## config.mk

```make
export PLATFORM = sky130hd
export DESIGN_NAME = spi_master_ctl
export DESIGN_NICKNAME = d
export VERILOG_FILES = /design/src/rtl/spi_pkg.sv /design/src/rtl/spi_fifo.sv /design/src/rtl/spi_clkgen.sv /design/src/rtl/spi_shifter.sv /design/src/rtl/spi_master_ctl.sv
export SDC_FILE = /design/constraint.sdc
export NUM_CORES = 1
export LEC_CHECK = 0
export ABC_AREA = 1
export BUFFER_PORTS_ARGS = -buffer_cell sky130_fd_sc_hd__buf_4
export CAP_MARGIN = 20
export CORE_MARGIN = 3
export CORE_UTILIZATION = 60
export DETAILED_ROUTE_END_ITERATION = 6
export PLACE_DENSITY_LB_ADDON = 0.3
export SETUP_SLACK_MARGIN = 0.15
export SLEW_MARGIN = 5
export SYNTH_ARGS = -nofsm -noshare
export SYNTH_HDL_FRONTEND = slang
export SYNTH_SLANG_ARGS = --single-unit
```

## constraint.sdc

```tcl
create_clock -name clk -period 10.8 [get_ports clk]
set_input_delay 2.16 -clock clk [delete_from_list [all_inputs] [get_ports clk]]
set_output_delay 2.16 -clock clk [all_outputs]
set_load 0.02 [all_outputs]
```

## src/rtl/spi_pkg.sv

```systemverilog
package spi_pkg;
    typedef enum logic [1:0] {ST_IDLE, ST_SHIFT, ST_DONE} shift_state_t;

    localparam int CNT_W = 17;

    localparam int B_EN    = 0;
    localparam int B_CPHA  = 1;
    localparam int B_CPOL  = 2;
    localparam int B_SIZE  = 3;
    localparam int B_PRSC  = 5;
    localparam int B_DIV   = 8;
    localparam int B_IRQM  = 12;
    localparam int B_CSEN  = 14;
    localparam int B_CSSEL = 15;
    localparam int CFG_W   = 18;

    function automatic logic [12:0] presc_factor(input logic [2:0] sel);
        unique case (sel)
            3'd0: return 13'd2;
            3'd1: return 13'd4;
            3'd2: return 13'd8;
            3'd3: return 13'd64;
            3'd4: return 13'd128;
            3'd5: return 13'd1024;
            3'd6: return 13'd2048;
            default: return 13'd4096;
        endcase
    endfunction
endpackage

```

## src/rtl/spi_fifo.sv

```systemverilog
module spi_fifo #(
    parameter int LOG2 = 2,
    parameter int W    = 32
) (
    input  logic          clk,
    input  logic          rst_n,
    input  logic          clr,
    input  logic          push,
    input  logic          pop,
    input  logic [W-1:0]  din,
    output logic [W-1:0]  dout,
    output logic          full,
    output logic          empty,
    output logic [LOG2:0] count
);
    localparam int DEPTH = 1 << LOG2;

    logic [W-1:0]    mem [DEPTH];
    logic [LOG2-1:0] wptr, rptr;
    logic            do_push, do_pop;

    assign full    = (count == (LOG2+1)'(DEPTH));
    assign empty   = (count == '0);
    assign do_push = push && !full;
    assign do_pop  = pop && !empty;
    assign dout    = mem[rptr];

    always_ff @(posedge clk) begin
        if (do_push) mem[wptr] <= din;
    end

    always_ff @(posedge clk or negedge rst_n) begin
        if (!rst_n) begin
            wptr <= '0; rptr <= '0; count <= '0;
        end else if (clr) begin
            wptr <= '0; rptr <= '0; count <= '0;
        end else begin
            if (do_push) wptr <= wptr + 1'b1;
            if (do_pop)  rptr <= rptr + 1'b1;
            count <= count + (LOG2+1)'(do_push) - (LOG2+1)'(do_pop);
        end
    end

    assert_no_overflow_R8: assert property (@(posedge clk) disable iff (!rst_n)
        (push && full && !pop && !clr) |=> (count == $past(count)));
endmodule

```

## src/rtl/spi_clkgen.sv

```systemverilog
module spi_clkgen
    import spi_pkg::*;
(
    input  logic       clk,
    input  logic       rst_n,
    input  logic       run,
    input  logic [2:0] sel,
    input  logic [3:0] div,
    output logic       tick
);
    logic [CNT_W-1:0] cnt, half;
    logic [3:0]       eff_div;

    assign eff_div = (div == 4'd0) ? 4'd1 : div;
    assign half    = CNT_W'(presc_factor(sel)) * CNT_W'(eff_div);
    assign tick    = run && (cnt == half - CNT_W'(1));

    always_ff @(posedge clk or negedge rst_n) begin
        if (!rst_n)       cnt <= '0;
        else if (!run)    cnt <= '0;
        else if (tick)    cnt <= '0;
        else              cnt <= cnt + CNT_W'(1);
    end

    assert_tick_gap_R6: assert property (@(posedge clk) disable iff (!rst_n)
        tick |=> !tick);
endmodule

```

## src/rtl/spi_shifter.sv

```systemverilog
module spi_shifter
    import spi_pkg::*;
(
    input  logic        clk,
    input  logic        rst_n,
    input  logic        en,
    input  logic        go,
    input  logic        cpha,
    input  logic [1:0]  size,
    input  logic [31:0] tx_word,
    input  logic        miso,
    input  logic        tick,
    output logic        pop,
    output logic        active,
    output logic        done,
    output logic [31:0] rx_word,
    output logic        mosi,
    output logic        sck_lvl
);
    shift_state_t state, next;
    logic [31:0]  tx_sr, rx_sr;
    logic [5:0]   edge_cnt, last_edge;
    logic         sample, shift;

    always_ff @(posedge clk or negedge rst_n) begin
        if (!rst_n)   state <= ST_IDLE;
        else if (!en) state <= ST_IDLE;
        else          state <= next;
    end

    always_comb begin
        next = state;
        pop  = 1'b0;
        unique case (state)
            ST_IDLE:  if (go) begin next = ST_SHIFT; pop = 1'b1; end
            ST_SHIFT: if (tick && edge_cnt == last_edge) next = ST_DONE;
            ST_DONE:  next = ST_IDLE;
            default:  next = ST_IDLE;
        endcase
    end

    assign active  = (state != ST_IDLE);
    assign done    = (state == ST_DONE);
    assign sample  = cpha ? edge_cnt[0] : ~edge_cnt[0];
    assign shift   = cpha ? (~edge_cnt[0] && edge_cnt != 6'd0) : edge_cnt[0];
    assign mosi    = tx_sr[31];
    assign rx_word = rx_sr;

    always_ff @(posedge clk or negedge rst_n) begin
        if (!rst_n) begin
            tx_sr <= '0; rx_sr <= '0; edge_cnt <= '0; last_edge <= '0; sck_lvl <= 1'b0;
        end else if (!en) begin
            tx_sr <= '0; rx_sr <= '0; edge_cnt <= '0; last_edge <= '0; sck_lvl <= 1'b0;
        end else if (pop) begin
            tx_sr     <= tx_word << {~size, 3'b000};
            rx_sr     <= '0;
            edge_cnt  <= '0;
            last_edge <= {size, 4'hF};
            sck_lvl   <= 1'b0;
        end else if (state == ST_SHIFT && tick) begin
            sck_lvl  <= ~sck_lvl;
            edge_cnt <= edge_cnt + 6'd1;
            if (sample) rx_sr <= {rx_sr[30:0], miso};
            if (shift)  tx_sr <= {tx_sr[30:0], 1'b0};
        end
    end

    assert_sck_rest_R5: assert property (@(posedge clk) disable iff (!rst_n)
        (state == ST_IDLE) |-> !sck_lvl);
    assert_done_short_R3: assert property (@(posedge clk) disable iff (!rst_n)
        done |=> !done);
endmodule

```

## src/rtl/spi_master_ctl.sv

```systemverilog
module spi_master_ctl
    import spi_pkg::*;
#(
    parameter int FIFO_LOG2 = 2
) (
    input  logic        clk,
    input  logic        rst_n,
    input  logic        wr_en,
    input  logic        rd_en,
    input  logic        addr,
    input  logic [31:0] wdata,
    output logic [31:0] rdata,
    output logic        irq,
    output logic        sck,
    output logic        mosi,
    input  logic        miso,
    output logic [7:0]  cs_n
);
    localparam int DEPTH = 1 << FIFO_LOG2;
    localparam int HALF  = DEPTH / 2;

    logic [CFG_W-1:0]   cfg;
    logic               en, busy, tick, pop, active, done, sck_lvl, irq_evt;
    logic [31:0]        tx_head, rx_head, rx_word, last_rx;
    logic               tx_full, tx_empty, rx_full, rx_empty;
    logic [FIFO_LOG2:0] tx_cnt, rx_cnt, tx_cnt_q;
    logic               wr_cfg, wr_dat, rd_dat;

    assign en     = cfg[B_EN];
    assign wr_cfg = wr_en && !addr;
    assign wr_dat = wr_en && addr && en;
    assign rd_dat = rd_en && addr;

    always_ff @(posedge clk or negedge rst_n) begin
        if (!rst_n)      cfg <= '0;
        else if (wr_cfg) cfg <= wdata[CFG_W-1:0];
    end

    spi_fifo #(.LOG2(FIFO_LOG2), .W(32)) u_txq (
        .clk(clk), .rst_n(rst_n), .clr(!en), .push(wr_dat), .pop(pop),
        .din(wdata), .dout(tx_head), .full(tx_full), .empty(tx_empty), .count(tx_cnt));

    spi_fifo #(.LOG2(FIFO_LOG2), .W(32)) u_rxq (
        .clk(clk), .rst_n(rst_n), .clr(!en), .push(done), .pop(rd_dat),
        .din(rx_word), .dout(rx_head), .full(rx_full), .empty(rx_empty), .count(rx_cnt));

    spi_clkgen u_clk (
        .clk(clk), .rst_n(rst_n), .run(active),
        .sel(cfg[B_PRSC +: 3]), .div(cfg[B_DIV +: 4]), .tick(tick));

    spi_shifter u_eng (
        .clk(clk), .rst_n(rst_n), .en(en), .go(en && !tx_empty),
        .cpha(cfg[B_CPHA]), .size(cfg[B_SIZE +: 2]), .tx_word(tx_head),
        .miso(miso), .tick(tick), .pop(pop), .active(active), .done(done),
        .rx_word(rx_word), .mosi(mosi), .sck_lvl(sck_lvl));

    always_ff @(posedge clk or negedge rst_n) begin
        if (!rst_n)    last_rx <= '0;
        else if (!en)  last_rx <= '0;
        else if (done) last_rx <= rx_word;
    end

    assign busy = !tx_empty || active;
    assign sck  = cfg[B_CPOL] ^ sck_lvl;
    assign cs_n = cfg[B_CSEN] ? ~(8'b1 << cfg[B_CSSEL +: 3]) : 8'hFF;

    always_comb begin
        if (addr) rdata = rx_empty ? last_rx : rx_head;
        else      rdata = {busy, 9'b0, 4'(FIFO_LOG2), cfg};
    end

    always_comb begin
        unique case (cfg[B_IRQM +: 2])
            2'd2:    irq_evt = (int'(tx_cnt_q) >= HALF) && (int'(tx_cnt) < HALF);
            2'd3:    irq_evt = (tx_cnt_q != '0) && (tx_cnt == '0);
            default: irq_evt = done;
        endcase
    end

    always_ff @(posedge clk or negedge rst_n) begin
        if (!rst_n) begin
            tx_cnt_q <= '0; irq <= 1'b0;
        end else begin
            tx_cnt_q <= tx_cnt;
            irq      <= en && irq_evt;
        end
    end

    assert_cs_onehot_R2: assert property (@(posedge clk) disable iff (!rst_n)
        $countones(~cs_n) <= 1);
    assert_busy_after_push_R7: assert property (@(posedge clk) disable iff (!rst_n)
        (wr_dat && !tx_full) |=> busy);
    assert_flush_idle_R10: assert property (@(posedge clk) disable iff (!rst_n)
        !en |=> !busy);
    assert_irq_pulse_R9: assert property (@(posedge clk) disable iff (!rst_n)
        irq |=> !irq);
endmodule

```

==> results by group <==
Run status
  • Status: finished, final reports clean

Yosys
  • Part of the Yosys area used for sequential elements: just under 60%
  • Async SR Flop Fraction: 38.6%
  • Synth top area share: a little under two fifths
  • Yosys reg bits: 417
  • Syn Nets: between 2000 and 2500
  • Top cells by area, synth: edfxtp_1 (38%), dfrtp_1 (20%), nand2_1 (8.7%)
  • Most area-hungry cell type in the Yosys netlist: edfxtp_1
  • Yosys cell types: between 40 and 50
  • Primary FF master, synth: edfxtp_1
  • Syn avg cell area: 9.41 um2
  • Synth warn: 0
  • Post-Syn Area: 20300 um2
  • EDFF count, synth: ~260
  • Mapped Cells: approximately 2200

Route
  • Vias per inst: between 5 and 6
  • Total number of vias: 15900
  • Wire per inst: 19.4 um
  • Final ANT Viol Nets: 0
  • Drt first-iter violations: between 1500 and 2000
  • First-pass DRT Iterations: 6
  • Final WL: about 52000 um
  • Number of remaining DRC errors: 0

Placed design
  • Pre-CTS WS: roughly 5.5 ns
  • I/O Buffers: 80
  • Placed Area: 21200 um2
  • GP Congestion: about 0.90
  • Post-Place Cells: approximately 2600
  • Dpl hpwl: 31900 um

Floorplanning
  • Rows: 66
  • Die Width: approximately 190 um
  • Die Footprint: ~36000 um2
  • Io pins: 81
  • Initial Util: about 60%
  • Die height: 190 um
  • Core area: around 33000 um2

Clock tree
  • Post CTS Setup Buffer Count: 0
  • H-Tree Depth: 2
  • Clk_lat worst skew: 0.55 ns
  • Count of hold-fix buffers inserted at cts: 0
  • Cts repair resizes: 0
  • CTS max path bufs: 3
  • CTS Sinks: around 420
  • Root Buffer: clkbuf_16
  • Clock Pin Slew Worst Setup and Hold Paths: 0.06 ns
  • Inserted Clock Buffers: between 40 and 50
  • CTS tree: yes

Power
  • Tot Pwr: ~4.8 mW
  • Static leakage: about 9.7 nW
  • PD cells: roughly 210 nW/um2
  • Worst ir drop on vdd: approximately 0.15 mV

Layout
  • Share of layout cells above drive strength 1: under 10%
  • Post-route core utilization: approximately 69%
  • Fill cells: between 2000 and 2500
  • Synthesis-to-layout area growth: 12.1%
  • Area of the multi-input gates: 7350 um2
  • Antenna diodes: 0
  • Fin nets: around 2300
  • Reg area: 11700 um2
  • Fin cells: between 2000 and 3000
  • Final instance area: 22700 um2

Timing
  • Fin crit share: 49.8%
  • Slew @ Worst Pin: roughly 1.2 ns
  • Fin crit period: roughly 5.4 ns
  • Slew Limit Fails: 0
  • RSZ-0062 raised after global routing: false
  • Setup ws final: 5.42 ns
  • Hold Vio Cnt, Final: 0
  • Setup TNS Final: 0 ns
  • Slew headroom: approximately 22%
  • Fmax: ~190 MHz
  • Final setup fails: 0
  • Clk_skew: 0.0143 ns
  • Worst hold slack: slightly above 0.4 ns

Flow run
  • Max Cap Viol: 0

Global route
  • First-pass GRT wire length: 82800 um
  • Largest net degree at the start of global routing: 90
  • All-Layer GR Usage: 29.0%
  • GRT overflow: 0
  • Number of global-route vias before repair: around 16000
  • Initial antenna violation count: 1

Setup path
  • CP startpoint kind: primary input
  • Critical path fanouts, max: 50
  • Req. time, crit path: approximately 8.6 ns
  • Setup crit end kind: output pin
  • Cell Chain, Critical Path: buf_4 > inv_1 > o21ai_0 > o21ai_0 > buf_4
  • Max incr delay on CP: about 0.43 ns
  • Critical path data arrival time: 3.22 ns
  • Slowest stage cell, crit path: buf_4
  • Crit Path Class: in -> out

Hold path
  • HP Class: reg -> reg
kinds of logic (layout without fill, tap and decap cells):
group	count (synthesis)	in the layout	share of synthesized area, %
adder cells (fa/ha/maj)	65	65	4.42
flip-flops	417	417	57.8
XOR/XNOR	31	31	1.34
multiplexers	3	3	0.167
buffers and inverters	322	393	6.26
AND/OR/NAND/NOR	975	975	20.2
AO/OA/AOI/OAI	342	342	9.81
worst paths after layout:
check	start	endpoint	slack [ns]	cells past startpoint
worst max-delay path	addr	rdata[31]	5.42	5
worst min-delay path	u_txq.count[2]	tx_cnt_q[2]	0.41	0
worst max register to register	cfg[5]	u_eng.tx_sr[31]	5.55	20
worst min register to register	u_txq.count[2]	tx_cnt_q[2]	0.41	0
max in group asynchronous	rst_n	u_txq.rptr[0]	7.49	2
min in group asynchronous	rst_n	cfg[6]	1.73	1
cell usage in the layout (no fill, tap or decap), types with 5 or more instances in the layout:
| master | instances |
|---|---|
| fa_1 | 11 |
| nor2_4 | 6 |
| o21ai_0 | 167 |
| o211ai_1 | 39 |
| nor2_1 | 223 |
| o21ai_1 | 5 |
| inv_1 | 198 |
| clkinv_2 | 9 |
| inv_2 | 5 |
| nand4_1 | 6 |
| bufinv_16 | 6 |
| clkbuf_1 | 9 |
| xor2_1 | 20 |
| dfrtp_1 | 159 |
| ha_1 | 54 |
| clkbuf_16 | 44 |
| buf_4 | 104 |
| edfxtp_1 | 256 |
| a21oi_1 | 53 |
| nand2_1 | 470 |
| clkinv_1 | 5 |
| o22ai_1 | 44 |
| nor2_2 | 6 |
| a32o_1 | 8 |
| nand3b_1 | 6 |
| nor3_1 | 19 |
| xnor2_1 | 11 |
| nand3_1 | 224 |
| a22o_1 | 17 |
cell type report:
class	instances	share of cell area, %
Timing Repair Buffer	110	3.97
Tap cell	442	2.43
Sequential cell	417	51.5
Inverter	206	3.40
Clock buffer	56	5.17
Multi-Input combinational cell	1416	32.3
Clock inverter	21	1.22
worst max-delay path: cells and delay by family:
| family | cells | cell delay (ns) |
|---|---|---|
| AO/OA/AOI/OAI | 2 | 0.25 |
| buffers and inverters | 3 | 0.79 |
routing by layer:
metal	track usage (%)	vias up	part of all wire [%]
met3	4.94	129	8.9
met4	11.4	2	3.5
met1	39.2	7665	40
li1	-	7353	-
met5	0	-	0.021
met2	47.2	793	48
cell usage after synthesis, types with 4 or more instances:
library cell    n
xor2_1         20
buf_1           9
o21ai_0       167
dfrtp_1       161
buf_6           4
clkbuf_1       88
a21oi_1        53
nor2_1        232
ha_1           54
fa_1           11
nand3b_1        6
inv_2           5
nand4_1         6
nand3_1       224
o21ai_1         5
o22ai_1        44
inv_1         200
nand2_1       470
a32o_1          8
buf_2          10
xnor2_1        11
buf_4           5
edfxtp_1      256
o211ai_1       39
nor3_1         19
a22o_1         17
power by group:
part | leakage (nW) | switching [mW] | internal, mW | total [mW]
logic | 4.79 | 0.954 | 0.423 | 1.38
registers | 4.21 | 0.0822 | 1.80 | 1.89
clock network | 0.712 | 0.619 | 0.915 | 1.53
total | 9.71 | 1.65 | 3.14 | 4.80
registers in the layout, summed over array words and instances (netlist names), 6 cells and up:
| register | flops |
|---|---|
| u_txq.mem | 128 |
| u_eng.tx_sr | 32 |
| cfg | 18 |
| last_rx | 32 |
| u_rxq.mem | 128 |
| u_clk.cnt | 17 |
| u_eng.rx_word | 32 |
| u_eng.edge_cnt | 6 |
Note: power is estimated with default switching activity, not from simulation.
